$ cat config.mk
export PLATFORM = sky130hd
export DESIGN_NAME = i2c_flag_ctrl
export DESIGN_NICKNAME = d
export VERILOG_FILES = /design/src/rtl/i2c_flag_pkg.sv /design/src/rtl/i2c_alert_sync.sv /design/src/rtl/i2c_byte_cnt.sv /design/src/rtl/i2c_sticky_flag.sv /design/src/rtl/i2c_flag_ctrl.sv
export SDC_FILE = /design/constraint.sdc
export NUM_CORES = 1
export LEC_CHECK = 0
export ABC_AREA = 1
export BUFFER_PORTS_ARGS = -buffer_cell sky130_fd_sc_hd__buf_2
export CORE_MARGIN = 2
export CORE_UTILIZATION = 45
export DETAILED_ROUTE_END_ITERATION = 10
export MAX_ROUTING_LAYER = met4
export PLACE_DENSITY = 0.78
export SKIP_LAST_GASP = 1
export SLEW_MARGIN = 40
export SYNTH_ARGS = -nofsm -noshare
export SYNTH_HDL_FRONTEND = slang
export SYNTH_SLANG_ARGS = --single-unit
$ cat constraint.sdc
create_clock -name clk_i -period 2.5 [get_ports clk_i]
set_input_delay 0.25 -clock clk_i [delete_from_list [all_inputs] [get_ports clk_i]]
set_output_delay 0.25 -clock clk_i [all_outputs]
set_load 0.005 [all_outputs]
$ cat src/rtl/i2c_flag_pkg.sv
package i2c_flag_pkg;
  localparam int NUM_FLAGS = 8;
  localparam int NUM_CLR   = 6;

  localparam int F_TC    = 0;
  localparam int F_TCR   = 1;
  localparam int F_BERR  = 2;
  localparam int F_ARB   = 3;
  localparam int F_OVR   = 4;
  localparam int F_PEC   = 5;
  localparam int F_TTO   = 6;
  localparam int F_ALERT = 7;

  localparam int C_BERR  = 0;
  localparam int C_ARB   = 1;
  localparam int C_OVR   = 2;
  localparam int C_PEC   = 3;
  localparam int C_TTO   = 4;
  localparam int C_ALERT = 5;

  // flags that exist only with SMBus support
  localparam logic [NUM_FLAGS-1:0] SMB_ONLY_MASK = 8'b1110_0000;

  typedef struct packed {
    logic reload;
    logic auto_end;
    logic master;
    logic slv_byte_ctl;
    logic stretch_dis;
    logic host_addr;
    logic alert_en;
  } flag_cfg_t;
endpackage

$ cat src/rtl/i2c_alert_sync.sv
module i2c_alert_sync #(
  parameter int STAGES = 2
) (
  input  logic clk_i,
  input  logic rst_ni,
  input  logic pin_i,
  output logic fall_o
);
  logic [STAGES-1:0] sync_q;
  logic              prev_q;

  always_ff @(posedge clk_i or negedge rst_ni) begin
    if (!rst_ni) begin
      sync_q <= '1;
      prev_q <= 1'b1;
    end else begin
      sync_q <= {sync_q[STAGES-2:0], pin_i};
      prev_q <= sync_q[STAGES-1];
    end
  end

  assign fall_o = prev_q & ~sync_q[STAGES-1];

  a_r9_single_fall: assert property (@(posedge clk_i) disable iff (!rst_ni)
    fall_o |=> !fall_o);
endmodule

$ cat src/rtl/i2c_byte_cnt.sv
module i2c_byte_cnt #(
  parameter int CNT_W = 8
) (
  input  logic             clk_i,
  input  logic             rst_ni,
  input  logic             en_i,
  input  logic             wr_i,
  input  logic [CNT_W-1:0] wdata_i,
  input  logic             byte_done_i,
  output logic [CNT_W-1:0] cnt_o,
  output logic             zero_o,
  output logic             term_o
);
  localparam logic [CNT_W-1:0] ONE = CNT_W'(1);

  logic [CNT_W-1:0] cnt_q;
  logic             dec;

  assign dec    = en_i & byte_done_i & ~wr_i & (cnt_q != '0);
  assign term_o = dec & (cnt_q == ONE);

  always_ff @(posedge clk_i or negedge rst_ni) begin
    if (!rst_ni)   cnt_q <= '0;
    else if (wr_i) cnt_q <= wdata_i;
    else if (dec)  cnt_q <= cnt_q - ONE;
  end

  assign cnt_o  = cnt_q;
  assign zero_o = (cnt_q == '0);

  a_r1_load: assert property (@(posedge clk_i) disable iff (!rst_ni)
    wr_i |=> cnt_o == $past(wdata_i));
  a_r2_hold_at_zero: assert property (@(posedge clk_i) disable iff (!rst_ni)
    (zero_o && !wr_i) |=> zero_o);
  a_r2_step_one: assert property (@(posedge clk_i) disable iff (!rst_ni)
    (!wr_i && !zero_o && en_i && byte_done_i) |=> cnt_o == $past(cnt_o) - ONE);
endmodule

$ cat src/rtl/i2c_sticky_flag.sv
module i2c_sticky_flag (
  input  logic clk_i,
  input  logic rst_ni,
  input  logic en_i,
  input  logic set_i,
  input  logic clr_i,
  output logic q_o
);
  always_ff @(posedge clk_i or negedge rst_ni) begin
    if (!rst_ni)     q_o <= 1'b0;
    else if (!en_i)  q_o <= 1'b0;
    else if (set_i)  q_o <= 1'b1;   // set beats clear
    else if (clr_i)  q_o <= 1'b0;
  end
endmodule

$ cat src/rtl/i2c_flag_ctrl.sv
module i2c_flag_ctrl
  import i2c_flag_pkg::*;
#(
  parameter int CNT_W       = 8,
  parameter bit SMBUS_EN    = 1'b1,
  parameter int SYNC_STAGES = 2
) (
  input  logic                 clk_i,
  input  logic                 rst_ni,
  input  logic                 en_i,
  input  logic                 master_i,
  input  logic                 slv_byte_ctl_i,
  input  logic                 reload_i,
  input  logic                 auto_end_i,
  input  logic                 stretch_dis_i,
  input  logic                 host_addr_i,
  input  logic                 alert_en_i,
  input  logic                 cnt_wr_i,
  input  logic [CNT_W-1:0]     cnt_wdata_i,
  input  logic                 byte_done_i,
  input  logic                 start_req_i,
  input  logic                 stop_req_i,
  input  logic                 bus_err_i,
  input  logic                 arb_lost_i,
  input  logic                 ovr_udr_i,
  input  logic                 pec_err_i,
  input  logic                 timeout_i,
  input  logic                 alert_ni,
  input  logic [NUM_CLR-1:0]   clr_i,
  output logic [NUM_FLAGS-1:0] flags_o,
  output logic [CNT_W-1:0]     cnt_o,
  output logic                 cnt_zero_o,
  output logic                 nack_req_o
);
  flag_cfg_t            cfg;
  logic                 term;
  logic                 alert_fall;
  logic [NUM_FLAGS-1:0] set_v, clr_v, flag_q;

  assign cfg = '{reload: reload_i, auto_end: auto_end_i, master: master_i,
                 slv_byte_ctl: slv_byte_ctl_i, stretch_dis: stretch_dis_i,
                 host_addr: host_addr_i, alert_en: alert_en_i};

  i2c_byte_cnt #(.CNT_W(CNT_W)) u_cnt (
    .clk_i       (clk_i),
    .rst_ni      (rst_ni),
    .en_i        (en_i),
    .wr_i        (cnt_wr_i),
    .wdata_i     (cnt_wdata_i),
    .byte_done_i (byte_done_i),
    .cnt_o       (cnt_o),
    .zero_o      (cnt_zero_o),
    .term_o      (term)
  );

  i2c_alert_sync #(.STAGES(SYNC_STAGES)) u_alert (
    .clk_i  (clk_i),
    .rst_ni (rst_ni),
    .pin_i  (alert_ni),
    .fall_o (alert_fall)
  );

  always_comb begin
    set_v          = '0;
    clr_v          = '0;
    set_v[F_TC]    = term & ~cfg.reload & ~cfg.auto_end;
    clr_v[F_TC]    = start_req_i | stop_req_i;
    set_v[F_TCR]   = term & cfg.reload & (cfg.master | cfg.slv_byte_ctl);
    clr_v[F_TCR]   = cnt_wr_i & (cnt_wdata_i != '0);
    set_v[F_BERR]  = bus_err_i;
    clr_v[F_BERR]  = clr_i[C_BERR];
    set_v[F_ARB]   = arb_lost_i;
    clr_v[F_ARB]   = clr_i[C_ARB];
    set_v[F_OVR]   = ovr_udr_i & ~cfg.master & cfg.stretch_dis;
    clr_v[F_OVR]   = clr_i[C_OVR];
    set_v[F_PEC]   = pec_err_i;
    clr_v[F_PEC]   = clr_i[C_PEC];
    set_v[F_TTO]   = timeout_i;
    clr_v[F_TTO]   = clr_i[C_TTO];
    set_v[F_ALERT] = alert_fall & cfg.host_addr & cfg.alert_en;
    clr_v[F_ALERT] = clr_i[C_ALERT];
  end

  for (genvar i = 0; i < NUM_FLAGS; i++) begin : g_flag
    if (SMB_ONLY_MASK[i] && !SMBUS_EN) begin : g_tied
      assign flag_q[i] = 1'b0;
    end else begin : g_reg
      i2c_sticky_flag u_flag (
        .clk_i  (clk_i),
        .rst_ni (rst_ni),
        .en_i   (en_i),
        .set_i  (set_v[i]),
        .clr_i  (clr_v[i]),
        .q_o    (flag_q[i])
      );
    end
  end

  // disable hides flags in the same cycle
  assign flags_o = flag_q & {NUM_FLAGS{en_i}};

  if (SMBUS_EN) begin : g_nack
    logic nack_q;
    always_ff @(posedge clk_i or negedge rst_ni) begin
      if (!rst_ni) nack_q <= 1'b0;
      else         nack_q <= en_i & pec_err_i;
    end
    assign nack_req_o = nack_q;

    a_r7_nack_follows_pec: assert property (@(posedge clk_i) disable iff (!rst_ni)
      (en_i && pec_err_i) |=> (nack_req_o && flag_q[F_PEC]));
  end else begin : g_no_nack
    assign nack_req_o = 1'b0;
  end

  a_r11_disable_clears: assert property (@(posedge clk_i) disable iff (!rst_ni)
    !en_i |=> (flag_q == '0));
  a_r3_tc_sets: assert property (@(posedge clk_i) disable iff (!rst_ni)
    (term && !reload_i && !auto_end_i) |=> flag_q[F_TC]);
  a_r4_tcr_gated: assert property (@(posedge clk_i) disable iff (!rst_ni)
    (flag_q[F_TCR] && !$past(flag_q[F_TCR])) |->
      $past(reload_i && (master_i || slv_byte_ctl_i)));
  a_r6_ovr_gated: assert property (@(posedge clk_i) disable iff (!rst_ni)
    (flag_q[F_OVR] && !$past(flag_q[F_OVR])) |->
      $past(!master_i && stretch_dis_i));
  a_r5_berr_sticky: assert property (@(posedge clk_i) disable iff (!rst_ni)
    (flag_q[F_BERR] && en_i && !clr_i[C_BERR]) |=> flag_q[F_BERR]);
endmodule

==> summary.md <==
| Metric | Value |
|---|---|
| Status | `complete, no violations` |
| Register area share after synthesis | `0.454` |
| Post-synth top area share | `0.383` |
| Worst min path class | `in -> reg` |
| Max Clk Rate | `approximately 600 MHz` |
| Final wirelength | `2.63 mm` |
| Unique masters post-synth | `22` |
| Fin Setup TNS | `0 ns` |
| H-Tree Depth | `1` |
| # Max-Cap Violations | `0` |
| Antenna-violating nets left | `0` |
| Final Power | `0.000818 W` |
| First-pass iteration count of the detailed router | `6` |
| Clock Pin Slew Worst Setup and Hold Paths | `0.11 ns` |
| Post-CTS setup buffers | `0` |
| GRT Util Overall | `0.201` |
| Worst R2R Path Depth | `8` |
| Root buf cell | `clkbuf_4` |
| Synth Cell Area | `between 1000 and 1500 µm²` |
| Placed instance area | `1390 µm²` |
| Share of layout cells above drive strength 1 | `0.328` |
| FP Rows | `18` |
| Unrepaired setup endpoints after global routing | `no` |
| WP data required | `2.25 ns` |
| Mean Syn Cell Area | `7.66 µm²` |
| VDD IR max | `between 0.4 and 0.5 mV` |
| Worst Setup End Kind | `output port` |
| Tmin final | `1.67 ns` |
| DP HPWL | `2.12 mm` |
| Largest net degree at the start of global routing | `21` |
| RR Startpoint | `u_cnt.cnt_o[0]$_DFFE_PN0P_` |
| Initial Util | `0.461` |
| Area grow syn2layout | `30.6%` |
| DR WL/cell | `11.5 µm` |
| Initial antenna violation count | `0` |
| Final period util | `0.667` |
| Filler Cells Inserted | `230` |
| Vias in the first global route | `981` |
| Final setup fails | `0` |
| CTS tree | `done` |
| Final core utilization | `0.602` |
| Synth Warn # | `0` |
| CP startpoint kind | `register` |
| Syn Nets | `182` |
| Critical path type | `reg -> out` |
| Worst Setup SP | `u_cnt.cnt_o[0]$_DFFE_PN0P_` |
| IO Port Bufs | `51` |
| # clock sinks | `20` |
| Final hold violations | `0` |
| Final Cell Area | `roughly 1500 µm²` |
| Global route overflow | `0` |
| Pwr dens | `~560 nW/µm²` |
| Diodes inserted | `0` |
| Final slew viol count | `0` |
| DIE HEIGHT | `53.7 µm` |
| Cts bufs inserted | `3` |
| Syn Inst Count | `roughly 150` |
| Vias/cell | `4.83` |
| Die footprint | `2880 µm²` |
| Via Count | `1101` |
| Setup Skew | `0.000841 ns` |
| Worst-Skew Late Latency | `0.31 ns` |
| Max Root-Sink Buffers | `2` |
| Top post-synthesis cells by area | `dfrtp_1, nand2_1, dfstp_2, inv_1, nand3_1` |
| Arrival @ worst endpoint | `1.42 ns` |
| DRC | `0` |
| Worst slew pin tran | `0.422 ns` |
| Min-Delay Path Depth | `1` |
| Nets | `236` |
| Initial DRC count | `27` |
| Worst Path Max Fanout | `4` |
| Static leakage | `between 0.8 and 0.9 nW` |
| Gpl congestion | `0.893` |
| First-pass GRT wire length | `4.01 mm` |
| Hold Path Origin | `alert_ni` |
| Flops & latches, synth | `20` |
| Max_slew headroom | `0.718` |
| Die Width | `approximately 54 µm` |
| IO Pins | `52` |
| Synth area leader | `dfrtp_1` |
| Core footprint | `2410 µm²` |
## synth_stat cells
library cell / number
dfrtp_1: 17
inv_2: 1
or2_2: 1
nor2_8: 1
o21bai_1: 2
o21ai_1: 3
nor2_1: 13
nand3b_1: 1
o32ai_1: 1
inv_1: 21
ha_1: 3
nand2_1: 43
o22ai_1: 1
nand3_2: 1
o21ai_0: 10
buf_2: 3
nand3_1: 12
dfstp_2: 3
nand2_2: 1
nor2_4: 2
nand4_1: 4
xnor2_1: 1
## routing by layer
metal,vias to the layer above,part of all wire,track usage
li1,559,-,-
met1,487,0.42,0.222
met2,51,0.49,0.350
met3,4,0.074,0.0278
met4,0,0.019,0.103
met5,-,0,-
## cell type report
class | count | area (µm²) | share of cell area
clock inverters | 1 | 30.0 | 0.0207
multi-input cells | 100 | 509 | 0.351
inverters | 22 | 82.6 | 0.0569
well taps | 30 | 37.5 | 0.0259
repair buffers | 52 | 265 | 0.183
flip-flops and latches | 20 | 504 | 0.347
clock buffers | 3 | 22.5 | 0.0155
## report_power, final
part	leakage, nW	internal [W]	switching (W)
sequential	0.247	0.000351	0.0000240
combinational	0.552	0.0000749	0.000103
clock	0.0279	0.000162	0.000102
## registers in the layout (all words and copies together), names as in the netlist
signal,flops
g_flag.g_reg.u_flag.q_o,8
u_alert.sync_q,2
u_alert.prev_q,1
nack_req_o,1
u_cnt.cnt_o,8
## through the flow
step | instances | worst slack, ns | hold slack [ns]
after floorplan | 145 | 1.19 | -0.0456
after global placement | 223 | 1.10 | 0.209
after detailed placement | 223 | 1.06 | 0.214
after CTS | 228 | 0.821 | 0.0229
after global routing | 228 | 0.741 | 0.00674
final | 228 | 0.834 | 0.0256
## cell usage in the layout (no fill, tap or decap)
cell and n:
buf_2 51, bufinv_16 1, clkbuf_4 3, dfrtp_1 17
dfstp_2 3, dlygate4sd3_1 1, ha_1 3, inv_1 21
inv_2 1, nand2_1 43, nand2_2 1, nand3_1 12
nand3_2 1, nand3b_1 1, nand4_1 4, nor2_1 13
nor2_4 2, nor2_8 1, o21ai_0 10, o21ai_1 3
o21bai_1 2, o22ai_1 1, o32ai_1 1, or2_2 1
xnor2_1 1
## worst max-delay path: stages, from the launching register on
cell and delay, ns:
dfrtp_1 0.43, inv_1 0.13, ha_1 0.16, nand2_1 0.10, nor2_4 0.16, buf_2 0.13
## final timing paths
check | end | slack [ns]
max in group asynchronous | u_alert.prev_q$_DFF_PN1_ | 1.76
min in group asynchronous | g_flag[5].g_reg.u_flag.q_o$_DFFE_PN0P_ | 0.41
setup / recovery | cnt_zero_o | 0.83
hold / removal | u_alert.sync_q[0]$_DFF_PN1_ | 0.03
setup reg to reg | u_cnt.cnt_o[6]$_DFFE_PN0P_ | 1.03
hold reg to reg | u_alert.sync_q[1]$_DFF_PN1_ | 0.37
## cell families after synthesis
kind of cell	synth area share
simple gates	0.331
buf+inv	0.0878
flops	0.454
compound gates	0.0856
fa+ha+maj	0.0338
xor+xnor	0.00788
## what timing repair did
item / in CTS / in global routing
gates resized for setup: 0 / 0
endpoints found under the hold margin: 17 / 0
hold buffers: 1 / 0
setup endpoints to repair: 0 / 0
Note: power is estimated with default switching activity, not from simulation.
